## src/rtl/dbo_pkg.sv

```systemverilog
// Shared types for the double-buffered output port.
// Assumes nothing beyond a 2-bit H2 mode select field.
package dbo_pkg;
    typedef enum logic [1:0] {
        H2_EDGE_IN   = 2'b00,
        H2_DRIVE_LO  = 2'b01,
        H2_DRIVE_HI  = 2'b10,
        H2_INTERLOCK = 2'b11
    } h2_mode_e;
endpackage

```

## src/rtl/dbo_rise_det.sv

```systemverilog
// Rising-edge detector for a vector of synchronous inputs.
// Assumes inputs are already synchronous to clk; rise is combinational
// so it is visible in the same cycle the input goes high.
module dbo_rise_det #(
    parameter int W = 1
) (
    input  logic         clk,
    input  logic         rst_n,
    input  logic [W-1:0] sig,
    output logic [W-1:0] rise
);
    logic [W-1:0] prev_q;

    // Remember last sampled value of each input.
    always_ff @(posedge clk) begin
        if (!rst_n) prev_q <= '0;
        else        prev_q <= sig;
    end

    assign rise = sig & ~prev_q;
endmodule

```

## src/rtl/dbo_latch_pair.sv

```systemverilog
// Two-stage output path: front buffer feeding the output latch.
// The front byte moves into the latch on the same edge the latched byte is
// accepted. A write with both stages full is dropped and flagged.
// Also tracks how many edges the latched byte has been present, saturating
// at HS_DELAY, so the handshake logic can time its data-valid strobe.
module dbo_latch_pair #(
    parameter int DW       = 8,
    parameter int HS_DELAY = 2
) (
    input  logic          clk,
    input  logic          rst_n,
    input  logic          wr_en,
    input  logic [DW-1:0] wr_data,
    input  logic          accept,
    output logic [DW-1:0] port_data,
    output logic          olat_full,
    output logic          fbuf_full,
    output logic          wr_reject,
    output logic          settled
);
    localparam int AW = $clog2(HS_DELAY + 1);

    logic [DW-1:0] fbuf_q;
    logic [AW-1:0] age_q;
    logic [AW-1:0] age_inc;
    logic          wr_ok;

    assign wr_ok   = wr_en & ~(olat_full & fbuf_full);
    assign age_inc = settled ? age_q : age_q + AW'(1);
    assign settled = (age_q == AW'(HS_DELAY));

    // Advance occupancy, data and latch age per write/accept.
    always_ff @(posedge clk) begin
        if (!rst_n) begin
            port_data <= '0;
            fbuf_q    <= '0;
            olat_full <= 1'b0;
            fbuf_full <= 1'b0;
            wr_reject <= 1'b0;
            age_q     <= '0;
        end else begin
            wr_reject <= wr_en & olat_full & fbuf_full;
            if (!olat_full || accept) begin
                if (fbuf_full) begin
                    port_data <= fbuf_q;
                    olat_full <= 1'b1;
                    age_q     <= '0;
                    fbuf_full <= wr_ok;
                    if (wr_ok) fbuf_q <= wr_data;
                end else if (wr_en) begin
                    port_data <= wr_data;
                    olat_full <= 1'b1;
                    age_q     <= '0;
                end else begin
                    olat_full <= 1'b0;
                    age_q     <= age_inc;
                end
            end else begin
                if (wr_ok && !fbuf_full) begin
                    fbuf_q    <= wr_data;
                    fbuf_full <= 1'b1;
                end
                age_q <= age_inc;
            end
        end
    end

    // front stage is only occupied behind a full latch.
    a_r2_front_behind_latch: assert property (@(posedge clk) disable iff (!rst_n)
        fbuf_full |-> olat_full);
    // an unaccepted latched byte stays put.
    a_r2_latch_holds: assert property (@(posedge clk) disable iff (!rst_n)
        (olat_full && !accept) |=> (olat_full && $stable(port_data)));
    // a freshly loaded byte is never reported settled.
    a_r7_fresh_not_settled: assert property (@(posedge clk) disable iff (!rst_n)
        $rose(olat_full) |-> !settled);
endmodule

```

## src/rtl/dbo_h2_ctrl.sv

```systemverilog
// H2 pin behaviour, H2 status flag and acknowledge qualification.
// Assumes ack_rise/hs_rise come from a same-clock edge detector.
// In interlocked mode the negation on acknowledge is combinational.
module dbo_h2_ctrl
    import dbo_pkg::*;
(
    input  logic       clk,
    input  logic       rst_n,
    input  h2_mode_e   mode,
    input  logic       enable,
    input  logic       ack_rise,
    input  logic       hs_rise,
    input  logic       h2s_clr,
    input  logic       olat_full,
    input  logic       settled,
    output logic       accept,
    output logic       hs_out,
    output logic       hs_drive,
    output logic       h2_status
);
    logic hs_lvl;

    assign hs_lvl   = (mode == H2_INTERLOCK) & enable & olat_full & settled;
    assign accept   = ack_rise & olat_full & ((mode != H2_INTERLOCK) | hs_lvl);
    assign hs_drive = (mode != H2_EDGE_IN);

    // Select the pin value for the current mode.
    always_comb begin
        unique case (mode)
            H2_EDGE_IN:   hs_out = 1'b0;
            H2_DRIVE_LO:  hs_out = 1'b0;
            H2_DRIVE_HI:  hs_out = 1'b1;
            H2_INTERLOCK: hs_out = hs_lvl & ~ack_rise;
            default:      hs_out = 1'b0;
        endcase
    end

    // Capture H2 input edges; clear has priority.
    always_ff @(posedge clk) begin
        if (!rst_n)                                          h2_status <= 1'b0;
        else if (mode != H2_EDGE_IN || !enable || h2s_clr)   h2_status <= 1'b0;
        else if (hs_rise)                                    h2_status <= 1'b1;
    end

    // status flag reads zero outside edge-input mode.
    a_r11_status_zero: assert property (@(posedge clk) disable iff (!rst_n)
        (mode != H2_EDGE_IN) |=> !h2_status);
    // the data-valid strobe only stands over a latched byte.
    a_r8_strobe_has_data: assert property (@(posedge clk) disable iff (!rst_n)
        (mode == H2_INTERLOCK && hs_out) |-> olat_full);
    // no acceptance while the strobe is low in interlocked mode.
    a_r9_no_accept_low: assert property (@(posedge clk) disable iff (!rst_n)
        (mode == H2_INTERLOCK && !hs_lvl) |-> !accept);
    // disabled interlock never drives the strobe.
    a_r10_disabled_low: assert property (@(posedge clk) disable iff (!rst_n)
        (mode == H2_INTERLOCK && !enable) |-> !hs_out);
endmodule

```

## src/rtl/dbo_port.sv

```systemverilog
// Double-buffered output handshake port (top level).
// Host writes feed a two-stage path to the peripheral; H1 acknowledges,
// H2 is mode-programmable. All inputs assumed synchronous to clk.
module dbo_port
    import dbo_pkg::*;
#(
    parameter int DW       = 8,
    parameter int HS_DELAY = 2
) (
    input  logic          clk,
    input  logic          rst_n,
    input  logic          wr_en,
    input  logic [DW-1:0] wr_data,
    output logic          wr_reject,
    input  logic          ack_in,
    input  logic          hs_in,
    output logic          hs_out,
    output logic          hs_drive,
    output logic [DW-1:0] port_data,
    input  logic          enable,
    input  logic [1:0]    h2_mode,
    input  logic          h1s_sel,
    input  logic          h2s_clr,
    output logic          h1_status,
    output logic          h2_status
);
    logic [1:0] rises;
    logic       accept, olat_full, fbuf_full, settled;
    h2_mode_e   mode;

    assign mode = h2_mode_e'(h2_mode);

    dbo_rise_det #(.W(2)) u_edges (
        .clk(clk), .rst_n(rst_n), .sig({hs_in, ack_in}), .rise(rises)
    );

    dbo_latch_pair #(.DW(DW), .HS_DELAY(HS_DELAY)) u_path (
        .clk(clk), .rst_n(rst_n), .wr_en(wr_en), .wr_data(wr_data),
        .accept(accept), .port_data(port_data), .olat_full(olat_full),
        .fbuf_full(fbuf_full), .wr_reject(wr_reject), .settled(settled)
    );

    dbo_h2_ctrl u_h2 (
        .clk(clk), .rst_n(rst_n), .mode(mode), .enable(enable),
        .ack_rise(rises[0]), .hs_rise(rises[1]), .h2s_clr(h2s_clr),
        .olat_full(olat_full), .settled(settled), .accept(accept),
        .hs_out(hs_out), .hs_drive(hs_drive), .h2_status(h2_status)
    );

    // Acknowledge status: room available, or fully drained.
    assign h1_status = h1s_sel ? ~(olat_full | fbuf_full) : ~(olat_full & fbuf_full);

    // reject pulses last exactly one cycle without a new write.
    a_r5_reject_pulse: assert property (@(posedge clk) disable iff (!rst_n)
        (wr_reject && !wr_en) |=> !wr_reject);
    // drained status implies nothing on the output latch.
    a_r4_drained_empty: assert property (@(posedge clk) disable iff (!rst_n)
        (h1s_sel && h1_status) |-> !olat_full);
endmodule

```

## config.mk

```make
export PLATFORM = sky130hd
export DESIGN_NAME = dbo_port
export DESIGN_NICKNAME = d
export VERILOG_FILES = /design/src/rtl/dbo_pkg.sv /design/src/rtl/dbo_rise_det.sv /design/src/rtl/dbo_latch_pair.sv /design/src/rtl/dbo_h2_ctrl.sv /design/src/rtl/dbo_port.sv
export SDC_FILE = /design/constraint.sdc
export NUM_CORES = 1
export LEC_CHECK = 0
export ABC_AREA = 1
export BUFFER_PORTS_ARGS = -buffer_cell sky130_fd_sc_hd__buf_4
export CORE_UTILIZATION = 30
export DETAILED_ROUTE_END_ITERATION = 7
export HOLD_SLACK_MARGIN = 0.15
export RECOVER_POWER = 25
export SLEW_MARGIN = 20
export SYNTH_ARGS = -nofsm -noshare
export SYNTH_HDL_FRONTEND = slang
export SYNTH_SLANG_ARGS = --single-unit
```

## constraint.sdc

```tcl
create_clock -name clk -period 2.3 [get_ports clk]
set_input_delay 0 -clock clk [delete_from_list [all_inputs] [get_ports clk]]
set_output_delay 0 -clock clk [all_outputs]
set_load 0.1 [all_outputs]
```

**Yosys cells after proc, flatten, opt, wreduce, memory -nomap -nowiden**

Cells that the tools add are included.

- Bits in registers: 24
- Output and inout port bits: 13
- Word-level logic and storage cells: 66

- Add/sub/neg operators: 1
- Equal/unequal tests: 7
- Muxes and demuxes: 17
- Bitwise logic cells: 18
- Reductions and logical operators: 15

Operator list:

| cell | number |
|---|---|
| $mux W8 | 6 |
| $and A1 B1 Y1 | 10 |
| $mux W2 | 4 |
| $eq A2 B2 Y1 const B | 3 |
| $mux W1 | 6 |
| $reduce_bool A2 Y1 | 3 |
| $ne A2 B1 Y1 const B | 2 |
| $not A1 Y1 | 4 |
| $reduce_or A2 Y1 | 2 |
| $logic_not A1 Y1 | 3 |
| $logic_or A1 B1 Y1 | 3 |
| $pmux W1 S3 | 1 |
| $reduce_and A3 Y1 | 1 |
| $add A2 B1 Y2 const B | 1 |
| $and A2 B2 Y2 | 1 |
| $eq A2 B1 Y1 const B | 1 |
| $logic_not A2 Y1 | 1 |
| $ne A2 B2 Y1 const B | 1 |
| $not A2 Y2 | 1 |
| $or A1 B1 Y1 | 2 |
| $reduce_and A2 Y1 | 1 |
| $logic_and A1 B1 Y1 | 1 |

**Longest topological paths before layout**

- Depth after elaboration: 9
- Mapped depth: 11

**Modules after synthesis**

From an unflattened synthesis, not the netlist that was laid out.

- Cells, all modules: 183
- Area, all modules: 1206.2 um^2

By module, submodules not included:

| module | times used | cells each | area an instance (um^2) |
|---|---|---|---|
| dbo_latch_pair | 1 | 147 | 1003.5 |
| dbo_h2_ctrl | 1 | 19 | 101.3 |
| dbo_rise_det | 1 | 10 | 75.1 |
| dbo_port | 1 | 7 | 26.3 |

**Worst setup path after synthesis**

Ideal clock, no wire load.

- Path type: register to output
- From: reg u_path.fbuf_full
- To: out h1_status
- Arrival: 2.704 ns
- Required time: 2.300 ns
- Setup slack: -0.404 ns
- Cell stages (with the launch flop): 5
- Path through: dfxtp_1 buf_2 nand2_1 inv_1 o21ai_0

- Cells in the longest elaborated chain, start to end: 3
- Elaborated cells between the ends (all ways): 5
- Those cells by class: 1 x mux; 4 x bitwise

Ends and longest elaborated chain:

| what | RTL line | RTL |
|---|---|---|
| start, declared | dbo_latch_pair.sv:17 | `output logic fbuf_full,` |
| start signal, assigned | dbo_latch_pair.sv:48 | `fbuf_full <= wr_ok;` |
| $and A1 B1 Y1 or $or A1 B1 Y1 (tied branches) | dbo_port.sv:51 | `assign h1_status = h1s_sel ? ~(olat_full \| fbuf_full) : ~(olat_full & fbuf_full);` |
| $not A1 Y1 | dbo_port.sv:51 |  |
| $mux W1 (*) | dbo_port.sv:51 |  |
| end, declared | dbo_port.sv:24 | `output logic h1_status,` |

Every way passes the cells marked *; elsewhere a longest branch is shown, timed or not.

**Worst setup path after layout**

- From: reg u_path.age_q[0]
- To: reg u_path.fbuf_q[6]

- Cells in the longest elaborated chain, start to end: 7
- Elaborated cells between the ends (all ways): 10
- Those cells by class: 3 x eq/ne; 1 x mux; 3 x bitwise; 3 x reduce/logical

Ends and longest elaborated chain:

| what | RTL line | RTL |
|---|---|---|
| start, declared | dbo_latch_pair.sv:24 | `logic [AW-1:0] age_q;` |
| start signal, assigned | dbo_latch_pair.sv:56 | `age_q <= age_inc;` |
| start signal, assigned | dbo_latch_pair.sv:63 | `age_q <= age_inc;` |
| $eq A2 B2 Y1 (*) | dbo_latch_pair.sv:30 | `assign settled = (age_q == AW'(HS_DELAY));` |
| $and A1 B1 Y1 (*) | dbo_h2_ctrl.sv:23 | `assign hs_lvl = (mode == H2_INTERLOCK) & enable & olat_full & settled;` |
| $or A1 B1 Y1 (*) | dbo_h2_ctrl.sv:24 | `assign accept = ack_rise & olat_full & ((mode != H2_INTERLOCK) \| hs_lvl);` |
| $and A1 B1 Y1 (*) | dbo_h2_ctrl.sv:24 |  |
| $logic_or A1 B1 Y1 (*) | dbo_latch_pair.sv:43 | `if (!olat_full \|\| accept) begin` |
| $ne A2 B1 Y1 (no line) or $reduce_bool A2 Y1 (tied branches) | - |  |
| $reduce_and A3 Y1 (no line) | - |  |
| end signal, assigned | dbo_latch_pair.sv:49 | `if (wr_ok) fbuf_q <= wr_data;` |
| end signal, assigned | dbo_latch_pair.sv:60 | `fbuf_q <= wr_data;` |
| end, declared | dbo_latch_pair.sv:23 | `logic [DW-1:0] fbuf_q;` |

Marked as above.
A chain may end at the register's enable or synchronous reset.

==> metrics.txt <==
status=finished clean; CORE AREA=3470 um^2; clock buffer depth=2; CTS buffer count=3; Hold Fails Final Rpt=0; Clock Sinks=24; Iter 0 DRT Violations=75; Worst-Margin Slew=1.19 ns; first-pass GRT wire length=4420 um; most frequent cell after synthesis=nand2_1; critical path arrival=2.15 ns; Tot GR Track Use=0.143; Final min period=1.98 ns; CP Launch Type=flip-flop; initial antenna violation count=0; main flop type after synthesis=dfxtp_1; # diodes=0; final setup margin=0.321 ns; FP Rows=21; synthesized instance count=156; Pins Over Slew Limit=0; EDFF count, synth=0; sequential fraction of the synthesis area=0.426; Critical path origin=u_path.age_q[0]$_SDFF_PN0_; largest net degree at the start of global routing=21; Reg clk slew, reported paths=0.09 ns; Remaining DRCs=0; CP max stage delay=0.56 ns; Critical Path End Type=flip-flop; fin crit share=0.861; I/O pins=31; Slew headroom=0.210; Cell Area, Synth=1130 um^2; Fmax=505 MHz; dpl ws=0.606 ns; Avg Cell Area, Syn=7.23 um^2; max cap viols=0; Area growth syn-to-layout=42.0%; Final nets=226; TritonCTS clock tree=built; slowest CP cell=dlygate4sd3_1; Worst Skew=0.00643 ns; port buffer count=30; number of global-route vias before repair=962; syn_nets=176; class of the most critical setup path=flip-flop to flip-flop; Ys Warns=0; Post-synth ARST share=0; Critical Path Most Common Cell=nand2_1; Worst EP required=2.47 ns; H-tree levels=1; placer congestion estimate=0.755; Die Span Y=63.3 um; worst-skew pair later-pin latency=0.27 ns; crit path cell chain=inv_1, ha_1, nand3_1, nand2_1, nand2_1, nand2_2, nand2_4, nand3_1, nand2_1, dlygate4sd3_1, nor2_1; share of layout cells above drive strength 1=0.195; pwr dens=714 nW/um^2; ANT nets after route=0; synth unique cells=22; CP Max Fanout=11; min-delay src=wr_data[6]; setup TNS=0 ns; # setup viols final=0; P_leak=0.729 nW; total number of vias=1114; CP delay by family, top=simple AND/OR/NAND/NOR gates; filler instances=383; maximum vdd drop=0.000269 V; Worst Path Buf+Inv=2; top cell type's share of synthesized area=0.426; Die ar.=4010 um^2; placed wire-length estimate=1640 um; Chip Width=63.3 um; r2r startpoint=u_path.age_q[0]$_SDFF_PN0_; router iterations before antenna repair=4; total gr overflow=0; Root Driver=clkbuf_8; RSZ-0062 raised after global routing=false; Initial Util=0.325; Synth Register Bits=24; routed vias/inst=4.44; main area contributors after synthesis=dfxtp_1 (43%), nand2_1 (12%), a21oi_1 (8.0%); Post-synth top cells=nand2_1 (35), dfxtp_1 (24), inv_1 (20); mean routed wirelength per cell=10.5 um; WL final=2640 um; Synth area leader=dfxtp_1; worst hold path class=primary input to flip-flop
-- where the power goes --
| part | total [mW] | internal (mW) | switching, mW |
|---|---|---|---|
| clock network | 0.369 | 0.233 | 0.137 |
| logic | 0.308 | 0.104 | 0.204 |
| registers | 0.465 | 0.446 | 0.0192 |
-- cell type report --
cell class              count  area [um^2]  share of cell area
clock buffers               3         41.3              0.0258
clock inverters             1         30.0              0.0188
inverters                  20         75.1              0.0469
multi-input cells         104          512               0.320
flip-flops and latches     24          480               0.300
well taps                  46         57.6              0.0360
repair buffers             53          404               0.253
-- through the flow --
step	instance area [um^2]	total power, mW	hold WS, ns	instances	util
floorplan	1130	0.691	0.0781	156	-
global placement	1340	0.743	0.174	224	0.387
detailed placement	1340	0.744	0.174	224	0.387
CTS	1570	1.13	0.166	244	0.454
global route	1600	1.20	0.202	251	0.461
finish	1600	1.14	0.160	251	0.461
-- final timing paths --
kind / cells after the start / endpoint / slack, ns
max: 11 / u_path.fbuf_q[6]$_SDFFE_PN0P_ / 0.32
min: 5 / u_path.port_data[6]$_SDFFE_PN0P_ / 0.16
max reg2reg: 11 / u_path.fbuf_q[6]$_SDFFE_PN0P_ / 0.32
min reg2reg: 2 / u_path.port_data[4]$_SDFFE_PN0P_ / 0.46
-- registers in the layout, indices dropped and copies added (netlist names) --
signal	cells
u_path.age_q	2
u_path.olat_full	1
u_path.fbuf_full	1
u_h2.h2_status	1
u_path.fbuf_q	8
u_path.wr_reject	1
u_path.port_data	8
u_edges.prev_q	2
-- timing repair --
item | CTS | global route
hold buffers | 16 | 0
setup buffers | 0 | 7
resized for setup | 0 | 2
setup endpoints to repair | 0 | 1
hold endpoints to repair | 12 | 0
-- worst reg2reg max path: stages (launching register included) --
cell and delay [ns]:
dfxtp_1 0.31, inv_1 0.05, ha_1 0.19, nand3_1 0.09
nand2_1 0.05, nand2_1 0.08, nand2_2 0.17, nand2_4 0.19
nand3_1 0.08, nand2_1 0.07, dlygate4sd3_1 0.56, nor2_1 0.04
-- routing by layer --
metal	GRT usage	routed length, um	vias up
met5	0	0	-
met4	0.0852	64	0
met3	0.0163	77	4
met2	0.226	1270	23
met1	0.185	1220	497
li1	-	-	590
-- logic make-up (layout without fill, tap and decap cells) --
group	count (synthesis)	after routing	synth area share
and+or+nand+nor	73	73	0.293
AOI/OAI and AO/OA	29	29	0.132
buffers and inverters	28	77	0.127
DFF	24	24	0.426
adders and majority gates	2	2	0.0222
-- cell usage in the layout, fill, tap and decap left out, drive strengths merged --
master | netlist | routed
clkbuf | 3 | 12
inv | 20 | 20
ha | 2 | 2
nor3 | 1 | 1
o21ai | 10 | 10
and2 | 1 | 1
bufinv | 0 | 1
nand3 | 18 | 18
nand2 | 38 | 38
dfxtp | 24 | 24
a21oi | 19 | 19
dlygate4sd3 | 0 | 16
or2 | 1 | 1
nor2 | 13 | 13
buf | 5 | 28
nor4 | 1 | 1
Note: power is estimated with default switching activity, not from simulation.
